==> src/rtl/trace_cmp_pkg.sv <==
package trace_cmp_pkg;
  localparam int NB_DEF    = 4;
  localparam int NI_DEF    = 2;
  localparam int IW_DEF    = 8;
  localparam int TW_DEF    = 16;
  localparam int DEPTH_DEF = 8;
  localparam int IDXW_DEF  = 16;

  typedef enum logic {
    MODE_GLOBAL = 1'b0,
    MODE_CYCLIC = 1'b1
  } tmode_e;
endpackage

==> src/rtl/trace_cmp_stamp.sv <==
module trace_cmp_stamp #(
  parameter int TW = 16
) (
  input  logic          clk_i,
  input  logic          rst_ni,
  input  logic          tick_i,
  input  logic          cyc_en_i,
  input  logic          mark_i,
  output logic [TW-1:0] stamp_o
);
  logic          restart;
  logic [TW-1:0] cnt_q;

  // restart acts before the tick of the same cycle
  assign restart = cyc_en_i & mark_i;
  assign stamp_o = restart ? '0 : cnt_q;

  always_ff @(posedge clk_i or negedge rst_ni) begin
    if (!rst_ni) cnt_q <= '0;
    else         cnt_q <= stamp_o + TW'(tick_i);
  end

  p_restart_r8: assert property (@(posedge clk_i) disable iff (!rst_ni)
    restart |=> (cnt_q == TW'($past(tick_i))));
endmodule

==> src/rtl/trace_cmp_fifo.sv <==
module trace_cmp_fifo #(
  parameter int W     = 8,
  parameter int DEPTH = 8
) (
  input  logic         clk_i,
  input  logic         rst_ni,
  input  logic         push_i,
  input  logic         pop_i,
  input  logic [W-1:0] din_i,
  output logic [W-1:0] dout_o,
  output logic         empty_o,
  output logic         ovf_o
);
  localparam int AW = (DEPTH > 1) ? $clog2(DEPTH) : 1;
  localparam int CW = $clog2(DEPTH + 1);

  logic [W-1:0]  mem [DEPTH];
  logic [AW-1:0] wr_q, rd_q;
  logic [CW-1:0] cnt_q;
  logic          full, accept;

  assign full    = (cnt_q == CW'(DEPTH));
  assign empty_o = (cnt_q == '0);
  assign accept  = push_i & (~full | pop_i);
  assign dout_o  = mem[rd_q];

  always_ff @(posedge clk_i) begin
    if (accept) mem[wr_q] <= din_i;
  end

  always_ff @(posedge clk_i or negedge rst_ni) begin
    if (!rst_ni) begin
      wr_q  <= '0;
      rd_q  <= '0;
      cnt_q <= '0;
      ovf_o <= 1'b0;
    end else begin
      if (accept) wr_q <= (wr_q == AW'(DEPTH - 1)) ? '0 : wr_q + 1'b1;
      if (pop_i)  rd_q <= (rd_q == AW'(DEPTH - 1)) ? '0 : rd_q + 1'b1;
      unique case ({accept, pop_i})
        2'b10:   cnt_q <= cnt_q + 1'b1;
        2'b01:   cnt_q <= cnt_q - 1'b1;
        default: cnt_q <= cnt_q;
      endcase
      if (push_i & ~accept) ovf_o <= 1'b1;
    end
  end

  p_no_underflow_r3: assert property (@(posedge clk_i) disable iff (!rst_ni)
    pop_i |-> !empty_o);
  p_ovf_sticky_r10: assert property (@(posedge clk_i) disable iff (!rst_ni)
    ovf_o |=> ovf_o);
  p_cnt_bound_r10: assert property (@(posedge clk_i) disable iff (!rst_ni)
    cnt_q <= CW'(DEPTH));
endmodule

==> src/rtl/trace_cmp_judge.sv <==
module trace_cmp_judge #(
  parameter int NB = 4,
  parameter int NI = 2,
  parameter int IW = 8,
  parameter int TW = 16,
  localparam int W = NB + NI * IW + TW
) (
  input  logic [W-1:0]         a_w_i,
  input  logic [W-1:0]         b_w_i,
  input  logic signed [TW:0]   dt_lo_i,
  input  logic signed [TW:0]   dt_hi_i,
  input  logic [NI*(IW+1)-1:0] dv_lo_i,
  input  logic [NI*(IW+1)-1:0] dv_hi_i,
  output logic                 ok_o
);
  logic [NB-1:0]    a_bool, b_bool;
  logic [NI*IW-1:0] a_int, b_int;
  logic [TW-1:0]    a_t, b_t;
  logic signed [TW:0] dt;
  logic             t_ok;
  logic [NI-1:0]    v_ok;

  assign a_bool = a_w_i[W-1 -: NB];
  assign b_bool = b_w_i[W-1 -: NB];
  assign a_int  = a_w_i[TW +: NI*IW];
  assign b_int  = b_w_i[TW +: NI*IW];
  assign a_t    = a_w_i[TW-1:0];
  assign b_t    = b_w_i[TW-1:0];

  assign dt   = $signed({1'b0, a_t}) - $signed({1'b0, b_t});
  assign t_ok = (dt >= dt_lo_i) && (dt <= dt_hi_i);

  for (genvar k = 0; k < NI; k++) begin : g_var
    logic [IW-1:0]      av, bv;
    logic signed [IW:0] dv, lo, hi;
    assign av = a_int[k*IW +: IW];
    assign bv = b_int[k*IW +: IW];
    assign dv = $signed({av[IW-1], av}) - $signed({bv[IW-1], bv});
    assign lo = $signed(dv_lo_i[k*(IW+1) +: IW+1]);
    assign hi = $signed(dv_hi_i[k*(IW+1) +: IW+1]);
    assign v_ok[k] = (dv >= lo) && (dv <= hi);
  end

  assign ok_o = (a_bool == b_bool) && t_ok && (&v_ok);
endmodule

==> src/rtl/trace_cmp.sv <==
module trace_cmp
  import trace_cmp_pkg::*;
#(
  parameter int NB    = NB_DEF,
  parameter int NI    = NI_DEF,
  parameter int IW    = IW_DEF,
  parameter int TW    = TW_DEF,
  parameter int DEPTH = DEPTH_DEF,
  parameter int IDXW  = IDXW_DEF
) (
  input  logic                 clk_i,
  input  logic                 rst_ni,
  input  logic                 tick_i,
  input  logic                 cyc_mode_i,
  input  logic                 a_vld_i,
  input  logic                 a_mark_i,
  input  logic [NB-1:0]        a_bool_i,
  input  logic [NI*IW-1:0]     a_int_i,
  input  logic                 b_vld_i,
  input  logic                 b_mark_i,
  input  logic [NB-1:0]        b_bool_i,
  input  logic [NI*IW-1:0]     b_int_i,
  input  logic signed [TW:0]   dt_lo_i,
  input  logic signed [TW:0]   dt_hi_i,
  input  logic [NI*(IW+1)-1:0] dv_lo_i,
  input  logic [NI*(IW+1)-1:0] dv_hi_i,
  output logic                 cmp_vld_o,
  output logic                 cmp_ok_o,
  output logic                 mismatch_o,
  output logic [IDXW-1:0]      fail_idx_o,
  output logic                 ovf_o
);
  localparam int W = NB + NI * IW + TW;

  tmode_e         mode;
  logic           cyc_en, both, ok;
  logic [1:0]     vld_s, mark_s, empty_s, ovf_s;
  logic [W-1:0]   word_in  [2];
  logic [W-1:0]   word_out [2];
  logic [TW-1:0]  stamp_s  [2];
  logic [IDXW-1:0] idx_q;

  assign mode   = tmode_e'(cyc_mode_i);
  assign cyc_en = (mode == MODE_CYCLIC);
  assign vld_s  = {b_vld_i, a_vld_i};
  assign mark_s = {b_mark_i, a_mark_i};
  assign word_in[0] = {a_bool_i, a_int_i, stamp_s[0]};
  assign word_in[1] = {b_bool_i, b_int_i, stamp_s[1]};
  assign both   = ~empty_s[0] & ~empty_s[1];
  assign ovf_o  = |ovf_s;

  for (genvar s = 0; s < 2; s++) begin : g_strm
    trace_cmp_stamp #(.TW(TW)) u_stamp (
      .clk_i    (clk_i),
      .rst_ni   (rst_ni),
      .tick_i   (tick_i),
      .cyc_en_i (cyc_en),
      .mark_i   (mark_s[s]),
      .stamp_o  (stamp_s[s])
    );
    trace_cmp_fifo #(.W(W), .DEPTH(DEPTH)) u_fifo (
      .clk_i   (clk_i),
      .rst_ni  (rst_ni),
      .push_i  (vld_s[s]),
      .pop_i   (both),
      .din_i   (word_in[s]),
      .dout_o  (word_out[s]),
      .empty_o (empty_s[s]),
      .ovf_o   (ovf_s[s])
    );
  end

  trace_cmp_judge #(.NB(NB), .NI(NI), .IW(IW), .TW(TW)) u_judge (
    .a_w_i   (word_out[0]),
    .b_w_i   (word_out[1]),
    .dt_lo_i (dt_lo_i),
    .dt_hi_i (dt_hi_i),
    .dv_lo_i (dv_lo_i),
    .dv_hi_i (dv_hi_i),
    .ok_o    (ok)
  );

  always_ff @(posedge clk_i or negedge rst_ni) begin
    if (!rst_ni) begin
      cmp_vld_o  <= 1'b0;
      cmp_ok_o   <= 1'b0;
      mismatch_o <= 1'b0;
      fail_idx_o <= '0;
      idx_q      <= '0;
    end else begin
      cmp_vld_o <= both;
      cmp_ok_o  <= both & ok;
      if (both) begin
        idx_q <= idx_q + 1'b1;
        if (!ok && !mismatch_o) begin
          mismatch_o <= 1'b1;
          fail_idx_o <= idx_q;
        end
      end
    end
  end

  p_pair_r3: assert property (@(posedge clk_i) disable iff (!rst_ni)
    cmp_vld_o |-> $past(both));
  p_fail_flag_r9: assert property (@(posedge clk_i) disable iff (!rst_ni)
    (cmp_vld_o && !cmp_ok_o) |-> mismatch_o);
  p_idx_hold_r9: assert property (@(posedge clk_i) disable iff (!rst_ni)
    mismatch_o |=> (mismatch_o && $stable(fail_idx_o)));
endmodule

==> config.mk <==
export PLATFORM = sky130hd
export DESIGN_NAME = trace_cmp
export DESIGN_NICKNAME = d
export VERILOG_FILES = /design/src/rtl/trace_cmp_pkg.sv /design/src/rtl/trace_cmp_stamp.sv /design/src/rtl/trace_cmp_fifo.sv /design/src/rtl/trace_cmp_judge.sv /design/src/rtl/trace_cmp.sv
export SDC_FILE = /design/constraint.sdc
export NUM_CORES = 1
export LEC_CHECK = 0
export CELL_PAD_IN_SITES_DETAIL_PLACEMENT = 0
export CELL_PAD_IN_SITES_GLOBAL_PLACEMENT = 1
export CORE_ASPECT_RATIO = 0.6
export CORE_UTILIZATION = 50
export CTS_BUF_LIST = sky130_fd_sc_hd__clkbuf_8
export DETAILED_ROUTE_END_ITERATION = 6
export DONT_BUFFER_PORTS = 1
export GPL_TIMING_DRIVEN = 1
export HOLD_SLACK_MARGIN = 0.03
export PLACE_DENSITY = 0.85
export SLEW_MARGIN = 40
export SYNTH_ARGS = -nofsm -noshare
export SYNTH_HDL_FRONTEND = slang
export SYNTH_SLANG_ARGS = --single-unit
==> constraint.sdc <==
create_clock -name clk_i -period 8.2 [get_ports clk_i]
set_input_delay 0.82 -clock clk_i [delete_from_list [all_inputs] [get_ports clk_i]]
set_output_delay 0.82 -clock clk_i [all_outputs]
set_load 0.01 [all_outputs]
Word-level counts from Yosys, hierarchy flattened
Memory sizes are Yosys's and may differ from the RTL's.
Cells that the tools add are included.
{ "word_totals": {"romBits": 0, "mem_bits_rw": 576, "reg_bits": 89, "elab_cells": 91, "in_bits": 118, "latchBits": 0, "output_inout_bits": 20, "memories": 2} }
{ "classes": {"n_addsub": 14, "n_mul": 0, "n_reduce_logical": 15, "bitwise_logic": 16, "n_div": 0, "n_shift": 0, "order_cmp": 6, "eq_ne": 11, "n_mux": 12} }
{ "mem_list": {"columns": ["name", "words", "width", "rd", "rd_clocked_by_memory_dff", "write_ports", "line_no", "rtl"], "rows": [
  ["g_strm[0].u_fifo.mem", 8, 36, 1, 0, 1, "trace_cmp_fifo.sv:17", "logic [W-1:0] mem [DEPTH];"],
  ["g_strm[1].u_fifo.mem", 8, 36, 1, 0, 1, "trace_cmp_fifo.sv:17", null]
]} }
{ "op_table": {"columns": ["cell", "n"], "rows": [
  ["adder 16 x 1 -> 16 bit", 2],
  ["2-to-1 mux 16 bit", 2],
  ["greater-or-equal comparator 9 bit", 2],
  ["<= comparator 9 bit", 2],
  ["subtractor 8 x 8 -> 9 bit", 2],
  ["greater-or-equal comparator 17 bit", 1],
  ["<= comparator 17 bit", 1],
  ["subtractor 16 x 16 -> 17 bit", 1],
  ["adder 16 x 1 -> 16 bit (second input constant)", 1],
  ["one-hot mux 4 bit (2 select lines)", 2],
  ["adder 3 x 1 -> 3 bit (second input constant)", 4],
  ["equality test 3 bit (second input constant)", 4],
  ["2-to-1 mux 3 bit", 4],
  ["adder 4 x 1 -> 4 bit (second input constant)", 2],
  ["AND 1 bit", 8],
  ["equality test 4 bit (second input constant)", 2],
  ["logical NOT 4 bit", 2],
  ["subtractor 4 x 1 -> 4 bit (second input constant)", 2],
  ["logical AND 1 bit", 6],
  ["NOT 1 bit", 6],
  ["equality test 2 x 1 -> 1 bit (second input constant)", 2],
  ["equality test 2 bit (second input constant)", 2],
  ["equality test 4 bit", 1],
  ["2-to-1 mux 1 bit", 4],
  ["5 further kinds", 9]
]} }

Logic depth before layout (Yosys ltp)
Gate-level depths: netlist of the first run.
An unclocked memory read counts as a cell.
{ "depth": {"word_depth": 9, "depth_mapped": 23, "depth_no_buf": 19} }

Hierarchy
Synthesis of the first run repeated with hierarchy kept, for this count alone.
{ "hier_totals": {"hier_cells": 1668, "hier_area_um2": 29215.5} }
{ "modules_own_cells": {"columns": ["module", "area_each_um2", "cells_per_inst", "instances", "seq_area_each_um2"], "rows": [
  ["trace_cmp_fifo at g_strm[0].u_fifo", 11449.7, 478, 1, 8923.6],
  ["trace_cmp_fifo at g_strm[1].u_fifo", 11443.5, 475, 1, 8923.6],
  ["trace_cmp_judge", 3151.8, 437, 1, 0.0],
  ["trace_cmp_stamp", 888.4, 91, 2, 400.4],
  ["trace_cmp", 1393.8, 96, 1, 875.8]
]} }

Least setup slack after synthesis of the first run
Ideal clock, no wire load.
{ "synth_path": {"path_type": "register to register", "from": "register g_strm[0].u_fifo.rd_q[0]", "to": "register fail_idx_o[10]", "period_less_slack_ns": 5.856, "setup_time_ns": 0.125, "stages_incl_launch_ff": 22, "path_buffers": 4, "required_ns": 8.075, "path_slack_ns": 2.344, "arrival_ns": 5.731, "path_cell_list": "dfrtp_1 buf_2 buf_2 buf_1 mux4_2 mux2_2 ha_1 nor2b_1 o31a_1 o21ai_0 a221oi_1 nand4_1 a31oi_1 xor2_1 ha_1 a21o_1 a221o_1 nor3_1 nor4_2 a211oi_4 buf_12 mux2_4"} }
{ "synth_between": {"elab_chain_len": 9, "elab_cells_between_ends": 20, "cone_classes": "add/sub (3); order compare (6); eq/ne (1); reduce/logical (9); memory (1)"} }
{ "synth_lines": {"columns": ["element", "line_no", "rtl"], "rows": [
  ["start: declaration", "trace_cmp_fifo.sv:18", "logic [AW-1:0] wr_q, rd_q;"],
  ["start signal: assignment", "trace_cmp_fifo.sv:39", "if (pop_i) rd_q <= (rd_q == AW'(DEPTH - 1)) ? '0 : rd_q + 1'b1;"],
  ["memory read (8 x 36 bit) *", null, null],
  ["subtractor 16 x 16 -> 17 bit or subtractor 8 x 8 -> 9 bit (tied branches)", "trace_cmp_judge.sv:30, trace_cmp_judge.sv:38", null],
  ["greater-or-equal comparator 17 bit, or another cell as far along", "trace_cmp_judge.sv:31", "assign t_ok = (dt >= dt_lo_i) && (dt <= dt_hi_i);"],
  ["logical AND 1 bit, on equally long branches", "trace_cmp_judge.sv:31, trace_cmp_judge.sv:41", null],
  ["logical AND 1 bit or AND reduction 2 bit (tied branches)", "trace_cmp_judge.sv:44", "assign ok_o = (a_bool == b_bool) && t_ok && (&v_ok);"],
  ["logical AND 1 bit *", "trace_cmp_judge.sv:44", null],
  ["logical NOT 1 bit *", "trace_cmp.sv:95", "if (!ok && !mismatch_o) begin"],
  ["logical AND 1 bit *", "trace_cmp.sv:95", null],
  ["AND reduction 2 bit (no source line) *", null, null],
  ["end signal: assignment", "trace_cmp.sv:97", "fail_idx_o <= idx_q;"],
  ["end: declaration", "trace_cmp.sv:30", "output logic [IDXW-1:0] fail_idx_o,"]
]} }
Mark *: on every way between the ends. The rest lies on a longest branch, timed or not.
A chain may end at the register's enable or synchronous reset.

Final worst setup path of the first run
{ "layout_path": {"from": "register g_strm[1].u_fifo.rd_q[0]", "to": "register fail_idx_o[1]"} }
{ "layout_between": {"elab_chain_len": 9, "elab_cells_between_ends": 20, "cone_classes": "add/sub (3); order compare (6); eq/ne (1); reduce/logical (9); memory (1)"} }
{ "layout_lines": {"columns": ["element", "line_no"], "rows": [
  ["start: declaration", "trace_cmp_fifo.sv:18"],
  ["start signal: assignment", "trace_cmp_fifo.sv:39"],
  ["memory read (8 x 36 bit) *", null],
  ["subtractor 16 x 16 -> 17 bit or subtractor 8 x 8 -> 9 bit (tied branches)", "trace_cmp_judge.sv:30, trace_cmp_judge.sv:38"],
  ["greater-or-equal comparator 17 bit, or another cell as far along", "trace_cmp_judge.sv:31"],
  ["logical AND 1 bit, on equally long branches", "trace_cmp_judge.sv:31, trace_cmp_judge.sv:41"],
  ["logical AND 1 bit or AND reduction 2 bit (tied branches)", "trace_cmp_judge.sv:44"],
  ["logical AND 1 bit *", "trace_cmp_judge.sv:44"],
  ["logical NOT 1 bit *", "trace_cmp.sv:95"],
  ["logical AND 1 bit *", "trace_cmp.sv:95"],
  ["AND reduction 2 bit (no source line) *", null]
]} }
Marked as above.

==> results.py, run 1 <==
metrics = {
    "floorplan": {
        "die_x_um": 312,
        "core-area_um2": 56400,
        "die_y_um": 188,
        "start_util": 0.511,
        "rows": 67,
        "die_area_um2": 58600,
        "ios": 138,
    },
    "finish": {
        "layout.cells.non_filler": 2552,
        "num-fill-cells": 4234,
        "drive_gt1_frac": 0.206,
        "final_nets": 1951,
        "syn2layout_area_growth_pct": 10.1,
        "final_area_um2": 31800,
    },
    "outcome": {
        "violations": "hold timing",
        "status": "complete, but fails checks",
    },
    "yosys": {
        "ys_seq_area_frac": 0.677,
        "synth_fa_ha_area_frac": 0.0551,
        "synthXorXnorAreaFrac": 0.0228,
        "ys.flop_type": "edfxtp_1",
        "synth_nets": 1876,
        "ys_seq_elements": 665,
        "yosys.area_share.simple": 0.0461,
        "synth_warnings": 0,
        "synth_edf_count": 576,
        "synth_top_family_by_area": "multiplexers",
        "synth_cell_type_count": 60,
        "synth.area.mux_share": 0.148,
        "synth-compound-area-share": 0.0304,
        "avgSynthCellArea_um2": 17.6,
        "netlist_area_um2": 28800,
        "async_flop_share": 0.134,
        "syn_inst": 1634,
    },
    "clock_tree": {
        "cts_made_buffers": 93,
        "cts_buffer_depth": 3,
        "clk_latency_ns": 0.69,
        "cts-root-buf": "clkbuf_8",
        "cts_max_level": 3,
        "cts_tree": "built",
        "clkSinkCount": 665,
        "clk_pin_slew_ns": 0.07,
        "ctsResizeCount": 0,
    },
    "timing": {
        "tightest_slew_ns": 0.793,
        "fin_tns_setup_ns": 0,
        "period_minus_slack_ns": 6.52,
        "rsz0062_at_grt": "false",
        "setup_viol": 0,
        "max_freq_ghz": 0.153,
        "slew_headroom": 0.470,
        "hold_viol": 3,
        "holdWs_ns": -0.00279,
        "drv_slew": 0,
        "fin_skew_ns": 0.0323,
        "timing.final.crit_share": 0.795,
    },
    "worst_setup_path": {
        "worstPathRequired_ns": 8.76,
        "criticalPathCategory": "register to register",
        "worst_setup_path_start_kind": "register",
        "cp.arrival_ns": 7.07,
        "cp_cell_sequence": "mux4_2, mux2_2, ha_1, fa_1, nor2b_1, o31a_1, o21ai_0, a221oi_1, nand4_1, a31oi_1, xor2_1, ha_1, a21o_1, a221o_1, nor3_1, nor4_2, a211oi_4, buf_4, mux2_2",
        "crit_path_top_delay_cell": "dfrtp_4",
        "path_max_fanout": 32,
        "max_stage_delay_ns": 0.84,
        "endpoint_kind": "register",
    },
    "flow_run": {
        "maxCapViolCount": 0,
    },
    "routing": {
        "dr.pass1.iters": 6,
        "routed_via_density": 5.81,
        "routedWlPerCell_um": 24.6,
        "wirelength_mm": 62.8,
        "vias": 14800,
        "first_iter_violations": 1566,
        "drtAntennaViolNets": 0,
        "drc_errors": 0,
    },
    "grt": {
        "grt_overflow": 0,
        "grt_usage": 0.218,
        "grt_max_degree": 90,
        "grt_pass1_wl_mm": 94.6,
        "grt_pass1_vias": 15300,
        "antenna_found_initial": 5,
    },
    "placed_design": {
        "portBuffers": 0,
        "dp_cells": 2372,
        "dp_hpwl_mm": 40.1,
        "placed_area_um2": 29900,
        "place.gp.congestion": 0.904,
    },
    "power": {
        "total_power_mw": 14.0,
        "ir_worst_vdd_mv": 0.372,
        "p_per_area_nw_per_um2": 442,
        "leakagePower_nw": 11.6,
    },
    "hold_path": {
        "min_path_type": "input port to async pin",
    },
}
state kept, by name, summed over array words and instances (netlist names):
signal / flops
mismatch_o: 1
fail_idx_o: 16
g_strm.u_stamp.cnt_q: 32
g_strm.u_fifo.cnt_q: 8
g_strm.u_fifo.ovf_o: 2
g_strm.u_fifo.wr_q: 6
g_strm.u_fifo.mem: 576
cmp_ok_o: 1
g_strm.u_fifo.rd_q: 6
idx_q: 16
cmp_vld_o: 1
metrics by stage:
| stage | util | setup WS, ns |
|---|---|---|
| 2_1_floorplan | - | 2.34 |
| 3_3_place_gp | 0.530 | 1.71 |
| 3_5_place_dp | 0.530 | 1.51 |
| 4_1_cts | 0.562 | 1.50 |
| 5_1_grt | 0.563 | 1.27 |
| 6_report | 0.563 | 1.68 |
synthesized netlist by cell type (6+ instances only):
library cell / instances / area share
xor2_1: 32 / 0.0097
mux4_2: 141 / 0.11
nand4_1: 17 / 0.0037
nor3_1: 18 / 0.0031
dfrtp_1: 89 / 0.077
a21oi_1: 35 / 0.0061
edfxtp_1: 576 / 0.60
and2_1: 29 / 0.0063
clkbuf_1: 24 / 0.0031
mux2_4: 10 / 0.0052
a21boi_0: 7 / 0.0018
a21o_1: 16 / 0.0042
mux2_2: 39 / 0.015
o21ai_0: 23 / 0.0040
nand2_1: 52 / 0.0068
xnor2_1: 43 / 0.013
buf_1: 12 / 0.0016
inv_1: 97 / 0.013
nor2_1: 53 / 0.0069
a31oi_1: 8 / 0.0017
nand2b_1: 12 / 0.0026
nand3_1: 25 / 0.0043
mux2i_1: 43 / 0.015
buf_2: 8 / 0.0014
and3_1: 17 / 0.0037
o21a_1: 6 / 0.0016
ha_1: 119 / 0.052
nor2b_1: 10 / 0.0022
worst paths after layout:
kind                                          start                           to  slack (ns)  cells past startpoint
setup / recovery           g_strm[1].u_fifo.rd_q[0]                fail_idx_o[1]        1.68                     19
hold / removal                               rst_ni     g_strm[1].u_fifo.rd_q[1]      -0.003                      1
setup reg to reg           g_strm[1].u_fifo.rd_q[0]                fail_idx_o[1]        1.68                     19
hold reg to reg                           idx_q[15]                    idx_q[15]        0.47                      1
max in group asynchronous                    rst_ni     g_strm[0].u_fifo.rd_q[0]        7.68                      1
min in group clk_i                      a_bool_i[3]  g_strm[0].u_fifo.mem[6][35]        0.22                      0
cell usage in the layout, fill, tap and decap left out, drive strengths merged, types with 49 or more instances in the layout:
| master | count |
|---|---|
| edfxtp | 576 |
| mux4 | 144 |
| inv | 138 |
| ha | 119 |
| clkbuf | 99 |
| dfrtp | 89 |
| nor2 | 53 |
| nand2 | 52 |
| mux2 | 49 |
cell type report:
class	instances	area [um^2]	area share
inverters	97	364	0.0115
well taps	759	950	0.0299
repair buffers	27	243	0.00765
flip-flops and latches	665	19500	0.615
multi-input cells	825	8830	0.278
clock inverters	76	457	0.0144
diodes	4	10.0	0.000315
clock buffers	99	1360	0.0429
critical path, delay by kind of cell, from the launching register on:
kind | cells | cell delay [ns]
compound gates | 7 | 1.74
mux | 3 | 1.24
simple gates | 4 | 1.01
fa+ha+maj | 3 | 0.91
flops | 1 | 0.84
buf+inv | 1 | 0.34
xor+xnor | 1 | 0.25
power breakdown:
| part | internal [mW] | switching [mW] | leakage (nW) | total, mW |
|---|---|---|---|---|
| Sequential | 4.19 | 0.324 | 6.40 | 4.52 |
| Combinational | 3.03 | 3.94 | 4.15 | 6.98 |
| Clock | 1.26 | 1.27 | 1.06 | 2.53 |
| Total | 8.49 | 5.53 | 11.6 | 14.0 |
cells by family (layout without fill, tap and decap cells):
family | Yosys count | count (layout)
multiplexers | 236 | 236
AO/OA/AOI/OAI | 132 | 132
adder cells (fa/ha/maj) | 124 | 124
other | 0 | 4
buffers and inverters | 144 | 299
XOR/XNOR | 75 | 75
AND/OR/NAND/NOR | 258 | 258
flip-flops | 665 | 665
routing by layer:
layer  up-vias  routed length [um]  global-route usage
met5         -                  12                   0
met4         2                1030              0.0511
met3        82                5880              0.0666
met2       582               29000               0.333
met1      7571               26900               0.309
li1       6599                   -                   -
timing repair:
item                                   4_1_cts  5_1_grt
buffers inserted                             0        0
endpoints found under the hold margin       89        0
hold buffers                                 1        0
Power figures use the tool's default switching activity.
==> run 2, diff against run 1 <==
==> constraint.sdc (replaced) <==
create_clock -name clk_i -period 6.5 [get_ports clk_i]
set_input_delay 0.65 -clock clk_i [delete_from_list [all_inputs] [get_ports clk_i]]
set_output_delay 0.65 -clock clk_i [all_outputs]
set_load 0.01 [all_outputs]
==> results.py, run 2 (synthesis results as in run 1) <==
metrics = {
    "finish": {
        "final_nets": 1992,
        "largest_register": "g_strm.u_fifo.mem",
        "drive_gt1_frac": 0.198,
        "syn2layout_area_growth_pct": 11.5,
        "final_area_um2": 32100,
        "num-fill-cells": 4231,
        "largest_register_ffs": 576,
        "mostFrequentLayoutCell": "edfxtp_1",
        "final_cell_mix": "edfxtp_1 (576), mux4_2 (141), inv_1 (131), ha_1 (119), clkbuf_8 (98)",
        "largestRegisters": "g_strm.u_fifo.mem: 576 flops, g_strm.u_stamp.cnt_q: 32 flops",
    },
    "clock_tree": {
        "cts_tree": "built",
        "clk_pin_slew_ns": 0.07,
        "clkSinkCount": 665,
        "cts_made_buffers": 93,
        "clk_latency_ns": 0.70,
        "cts-root-buf": "clkbuf_8",
        "cts_max_level": 3,
        "cts_buffer_depth": 3,
    },
    "floorplan": {
        "rows": 67,
        "die_y_um": 188,
        "ios": 138,
        "die_x_um": 312,
        "core-area_um2": 56400,
        "start_util": 0.511,
        "die_area_um2": 58600,
    },
    "routing": {
        "wirelength_mm": 62.8,
        "drc_errors": 0,
        "drtAntennaViolNets": 0,
        "routed_via_density": 5.80,
        "routedWlPerCell_um": 24.3,
        "vias": 15000,
        "first_iter_violations": 1446,
        "dr.pass1.iters": 5,
    },
    "timing": {
        "drv_slew": 0,
        "hold_viol": 0,
        "timing.final.crit_share": 0.935,
        "fin_tns_setup_ns": 0,
        "fin_skew_ns": 0.0394,
        "rsz0062_at_grt": "false",
        "slew_headroom": 0.485,
        "setup_viol": 0,
        "max_freq_ghz": 0.165,
        "tightest_slew_ns": 0.770,
        "period_minus_slack_ns": 6.08,
    },
    "grt": {
        "grt_pass1_wl_mm": 95.4,
        "grt_usage": 0.218,
        "grt_pass1_vias": 15500,
        "grt_max_degree": 90,
        "antenna_found_initial": 4,
        "grt_overflow": 0,
    },
    "worst_setup_path": {
        "reg2reg_slack_ns": 0.42,
        "reg2regPathDepth": 18,
        "endpoint_kind": "register",
        "criticalPathCategory": "register to register",
        "r2r-end": "mismatch_o",
        "path_buf_inv": 1,
        "cp_cell_sequence": "buf_12, mux4_2, mux2i_1, ha_1, nor2b_1, o31a_1, o21ai_0, nand2b_1, a31oi_1, xnor2_1, ha_1, and4_1, nand3_1, o41ai_1, a31oi_1, or4_1, or4_1, a21o_1",
        "path_max_fanout": 68,
        "r2r-start": "g_strm[1].u_fifo.rd_q[0]",
        "worst_setup_path_start_kind": "register",
        "cp.arrival_ns": 6.66,
        "crit_family": "simple AND/OR/NAND/NOR gates",
        "max_stage_delay_ns": 0.57,
        "crit_path_top_delay_cell": "mux4_2",
        "worstPathRequired_ns": 7.08,
    },
    "power": {
        "p_per_area_nw_per_um2": 548,
        "total_power_mw": 17.6,
        "leakagePower_nw": 11.8,
        "ir_worst_vdd_mv": 0.408,
    },
    "hold_path": {
        "holdPathEnd": "g_strm[1].u_stamp.cnt_q[0]",
        "min_path_type": "input port to register",
        "worstHoldPathCells": 1,
        "min-delay-start": "tick_i",
    },
    "placed_design": {
        "dp_hpwl_mm": 39.8,
        "place.gp.congestion": 0.906,
        "portBuffers": 0,
        "placed_area_um2": 29900,
    },
    "flow_run": {
        "maxCapViolCount": 0,
    },
    "outcome": {
        "status": "complete, no violations",
    },
}
[run 2: cell count changes in the layout (fill, tap and decap cells not counted), sizes merged]
cell         previous run  this run
dlygate4sd3             0        41
inv                   138       133
diode                   4         1
bufinv                  4         2
clkbuf                 99        98
clkinv                 31        32
clkinvlp                0         1
[run 2: worst max-delay path by stage]
stage                        startpoint             end  slack (ns)  cells after the start
2_1_floorplan  g_strm[0].u_fifo.rd_q[0]  fail_idx_o[10]        0.64                     21
3_3_place_gp   g_strm[1].u_fifo.rd_q[0]  fail_idx_o[12]        0.68                     20
3_5_place_dp   g_strm[1].u_fifo.rd_q[0]      mismatch_o        0.50                     18
4_1_cts        g_strm[1].u_fifo.rd_q[0]      mismatch_o        0.52                     18
5_1_grt        g_strm[0].u_fifo.rd_q[0]  fail_idx_o[11]        0.08                     21
6_report       g_strm[1].u_fifo.rd_q[0]      mismatch_o        0.42                     18
[run 2: cell type report]
| class | count | area (um^2) | share of cell area |
|---|---|---|---|
| diodes | 1 | 2.50 | 0.0000779 |
| clock buffers | 98 | 1350 | 0.0420 |
| clock inverters | 71 | 413 | 0.0128 |
| inverters | 97 | 364 | 0.0113 |
| multi-input cells | 825 | 8830 | 0.275 |
| flip-flops and latches | 665 | 19500 | 0.608 |
| well taps | 759 | 950 | 0.0295 |
| repair buffers | 68 | 696 | 0.0216 |
[run 2: metrics by stage]
stage | hold WS [ns] | setup WS [ns] | std cells | utilization
3_5_place_dp | 0.360 | 0.495 | 2372 | 0.531
3_3_place_gp | 0.361 | 0.684 | 2372 | 0.531
5_1_grt | 0.0827 | 0.0844 | 2583 | 0.570
6_report | 0.123 | 0.423 | 2584 | 0.570
4_1_cts | 0.0810 | 0.524 | 2583 | 0.570
2_1_floorplan | 0.354 | 0.644 | 1634 | -
[run 2: power by group]
group	total (mW)	internal, mW	switching [mW]	leakage (nW)
clock	3.08	1.50	1.58	1.02
sequential	5.58	5.29	0.285	6.40
combinational	8.97	3.85	5.12	4.33
[run 2: routing by layer]
metal | global-route usage | wire, um
met1 | 0.320 | 27800
met2 | 0.329 | 28700
met3 | 0.0573 | 5210
met4 | 0.0488 | 1060
met5 | 0 | 15
[run 2: repair_timing]
action / in CTS / in global routing
hold buffers: 42 / 0
hold endpoints to repair: 409 / 0
setup buffers: 0 / 0
resized for setup: 0 / 0
[run 2: worst register-to-register path: stages, from the launching register on]
cell      delay (ns)
dfrtp_4         0.48
buf_12          0.44
mux4_2          0.58
mux2i_1         0.17
ha_1            0.29
nor2b_1         0.16
o31a_1          0.26
o21ai_0         0.33
nand2b_1        0.15
a31oi_1         0.24
xnor2_1         0.20
ha_1            0.35
and4_1          0.26
nand3_1         0.27
o41ai_1         0.39
a31oi_1         0.11
or4_1           0.54
or4_1           0.57
a21o_1          0.20
==> run 3, diff against run 2 <==
--- a/config.mk
+++ b/config.mk
@@ -5,6 +5,7 @@
 export SDC_FILE = /design/constraint.sdc
 export NUM_CORES = 1
 export LEC_CHECK = 0
+export ABC_CLOCK_PERIOD_IN_PS = 6500
 export CELL_PAD_IN_SITES_DETAIL_PLACEMENT = 0
 export CELL_PAD_IN_SITES_GLOBAL_PLACEMENT = 1
 export CORE_ASPECT_RATIO = 0.6
@@ -18,4 +19,5 @@
 export SLEW_MARGIN = 40
 export SYNTH_ARGS = -nofsm -noshare
 export SYNTH_HDL_FRONTEND = slang
+export SYNTH_HIERARCHICAL = 1
 export SYNTH_SLANG_ARGS = --single-unit
==> results.py, run 3 <==
metrics = {
    "outcome": {
        "status": "complete, no violations",
    },
    "yosys": {
        "netlist_area_um2": 29200,
        "synth-compound-area-share": 0.0341,
        "synth_fa_ha_area_frac": 0.0522,
        "ys_seq_area_frac": 0.668,
        "synth_nets": 1906,
        "synth_top_family_by_area": "multiplexers",
        "avgSynthCellArea_um2": 17.5,
        "synthXorXnorAreaFrac": 0.0201,
        "ys.flop_type": "edfxtp_1",
        "synthTopCellsByArea": "edfxtp_1 (59%), mux4_2 (11%), dfrtp_1 (7.6%)",
        "yosysTopAreaCellShare": 0.592,
        "synth.most_common_cell": "edfxtp_1",
        "synth.area.mux_share": 0.151,
        "yosys.area_share.simple": 0.0481,
        "async_flop_share": 0.134,
        "synthTopCellsByCount": "edfxtp_1 (576), mux4_2 (144), inv_1 (122)",
        "syn_inst": 1668,
        "synth_edf_count": 576,
        "synth_warnings": 6,
        "synth_top_area_cell": "edfxtp_1",
        "ys_seq_elements": 665,
        "synth_cell_type_count": 70,
    },
    "clock_tree": {
        "cts_buffer_depth": 3,
        "cts_tree": "built",
        "cts_made_buffers": 92,
        "cts-root-buf": "clkbuf_8",
        "clk_latency_ns": 0.70,
        "cts_max_level": 3,
        "clk_pin_slew_ns": 0.07,
        "clkSinkCount": 665,
    },
    "floorplan": {
        "rows": 68,
        "die_area_um2": 59400,
        "start_util": 0.507,
        "die_x_um": 314,
        "core-area_um2": 57600,
        "ios": 138,
        "die_y_um": 189,
    },
    "worst_setup_path": {
        "endpoint_kind": "register",
        "criticalPathCategory": "register to register",
        "worst_setup_path_start_kind": "register",
        "worstPathRequired_ns": 7.05,
        "reg2regPathDepth": 26,
        "path_max_fanout": 11,
        "cp.arrival_ns": 6.74,
    },
    "placed_design": {
        "place.gp.congestion": 0.960,
        "dp_cells": 2429,
        "dp_hpwl_mm": 40.5,
        "portBuffers": 0,
    },
    "grt": {
        "grt_usage": 0.217,
        "grt_pass1_wl_mm": 95.9,
        "grt_pass1_vias": 15900,
        "antenna_found_initial": 10,
        "grt_max_degree": 90,
        "grt_overflow": 0,
    },
    "routing": {
        "drtAntennaViolNets": 0,
        "routedWlPerCell_um": 24.0,
        "dr.pass1.iters": 5,
        "wirelength_mm": 63.5,
        "vias": 15300,
        "routed_via_density": 5.79,
        "drc_errors": 0,
        "first_iter_violations": 1362,
    },
    "power": {
        "ir_worst_vdd_mv": 0.340,
        "leakagePower_nw": 11.9,
        "p_per_area_nw_per_um2": 554,
    },
    "finish": {
        "final_nets": 2040,
        "fin_util": 0.566,
        "layout.cells.non_filler": 2651,
        "largest_register_ffs": 576,
        "syn2layout_area_growth_pct": 11.6,
        "drive_gt1_frac": 0.245,
        "mostFrequentLayoutCell": "edfxtp_1",
        "largestRegisters": "g_strm.u_fifo/mem: 576 flops, g_strm.u_stamp/cnt_q: 32 flops",
        "largest_register": "g_strm.u_fifo/mem",
        "final_cell_mix": "edfxtp_1 (576), inv_1 (154), mux4_2 (144), ha_1 (117)",
    },
    "timing": {
        "fin_tns_setup_ns": 0,
        "period_minus_slack_ns": 6.19,
        "rsz0062_at_grt": "false",
        "tightest_slew_ns": 0.759,
        "drv_slew": 0,
        "slew_headroom": 0.492,
        "max_freq_ghz": 0.162,
        "timing.final.crit_share": 0.952,
        "fin_skew_ns": 0.0343,
        "hold_viol": 0,
        "setup_viol": 0,
    },
    "flow_run": {
        "maxCapViolCount": 0,
    },
    "hold_path": {
        "worstHoldPathCells": 1,
        "min_path_type": "input port to register",
    },
}
run 3: area by class of cell:
| cell class | count | area, um^2 |
|---|---|---|
| fill | 4308 | 25000 |
| sequential | 665 | 19500 |
| multi-input combinational | 832 | 9040 |
| clock buffer | 98 | 1350 |
| tap | 770 | 963 |
| timing repair buffer | 89 | 853 |
| inverter | 122 | 458 |
| clock inverter | 71 | 388 |
| antenna | 4 | 10.0 |
run 3: kinds of logic after synthesis:
family / after synthesis
flops: 665
mux: 248
fa+ha+maj: 120
compound gates: 144
xor+xnor: 67
buf+inv: 171
simple gates: 253
run 3: what timing repair did:
item,in CTS,in global routing
buffers inserted,0,6
hold endpoints to repair,409,0
setup endpoints to repair,0,17
gates resized for setup,0,2
hold buffers,42,0
run 3: stage by stage:
step	total power [mW]	hold slack [ns]	instance area, um^2	worst slack, ns
after floorplan	12.3	0.354	29200	0.510
after global placement	14.6	0.360	30300	0.0891
after detailed placement	14.8	0.360	30300	0.252
after CTS	18.0	0.0530	32500	0.170
after global routing	19.3	0.0472	32600	0.0484
final	18.1	0.0960	32600	0.310
run 3: worst max-delay path, cell delays in order, from the launching register on:
cell      delay [ns]
dfrtp_4         0.52
buf_4           0.23
buf_4           0.23
buf_4           0.24
mux4_2          0.53
mux2_2          0.28
inv_1           0.09
ha_1            0.26
nor2b_1         0.14
o21ai_0         0.22
a21boi_0        0.16
o21a_1          0.19
nor2_1          0.13
nand2b_1        0.13
a22o_1          0.19
ha_1            0.28
nand3b_1        0.15
o22ai_1         0.12
nor4_1          0.31
o31ai_1         0.26
a211oi_1        0.31
and3_1          0.20
buf_4           0.17
nor4_4          0.06
buf_4           0.19
buf_4           0.18
mux2_2          0.28
run 3: report_power, final:
part | leakage, nW | total [mW] | switching [mW] | internal, mW
clock network | 0.999 | 3.05 | 1.57 | 1.49
logic | 4.42 | 9.28 | 5.11 | 4.17
registers | 6.45 | 5.72 | 0.367 | 5.35
run 3: path summary, 6_finish.rpt:
kind,start,to,slack (ns)
worst max-delay path,g_strm[1].u_fifo/rd_q[0],fail_idx_o[5],0.31
worst min-delay path,tick_i,g_strm[1].u_stamp/cnt_q[0],0.1
worst max register to register,g_strm[1].u_fifo/rd_q[0],fail_idx_o[5],0.31
worst min register to register,idx_q[15],idx_q[15],0.48
max in group asynchronous,rst_ni,fail_idx_o[3],5.51
min in group asynchronous,rst_ni,g_strm[1].u_stamp/cnt_q[4],0.58
run 3: routing by layer:
metal | part of all wire | global-route usage | vias to the layer above
li1 | - | - | 6817
met1 | 0.45 | 0.314 | 7857
met2 | 0.44 | 0.317 | 566
met3 | 0.087 | 0.0682 | 92
met4 | 0.020 | 0.0638 | 10
met5 | 0.00098 | 0 | -
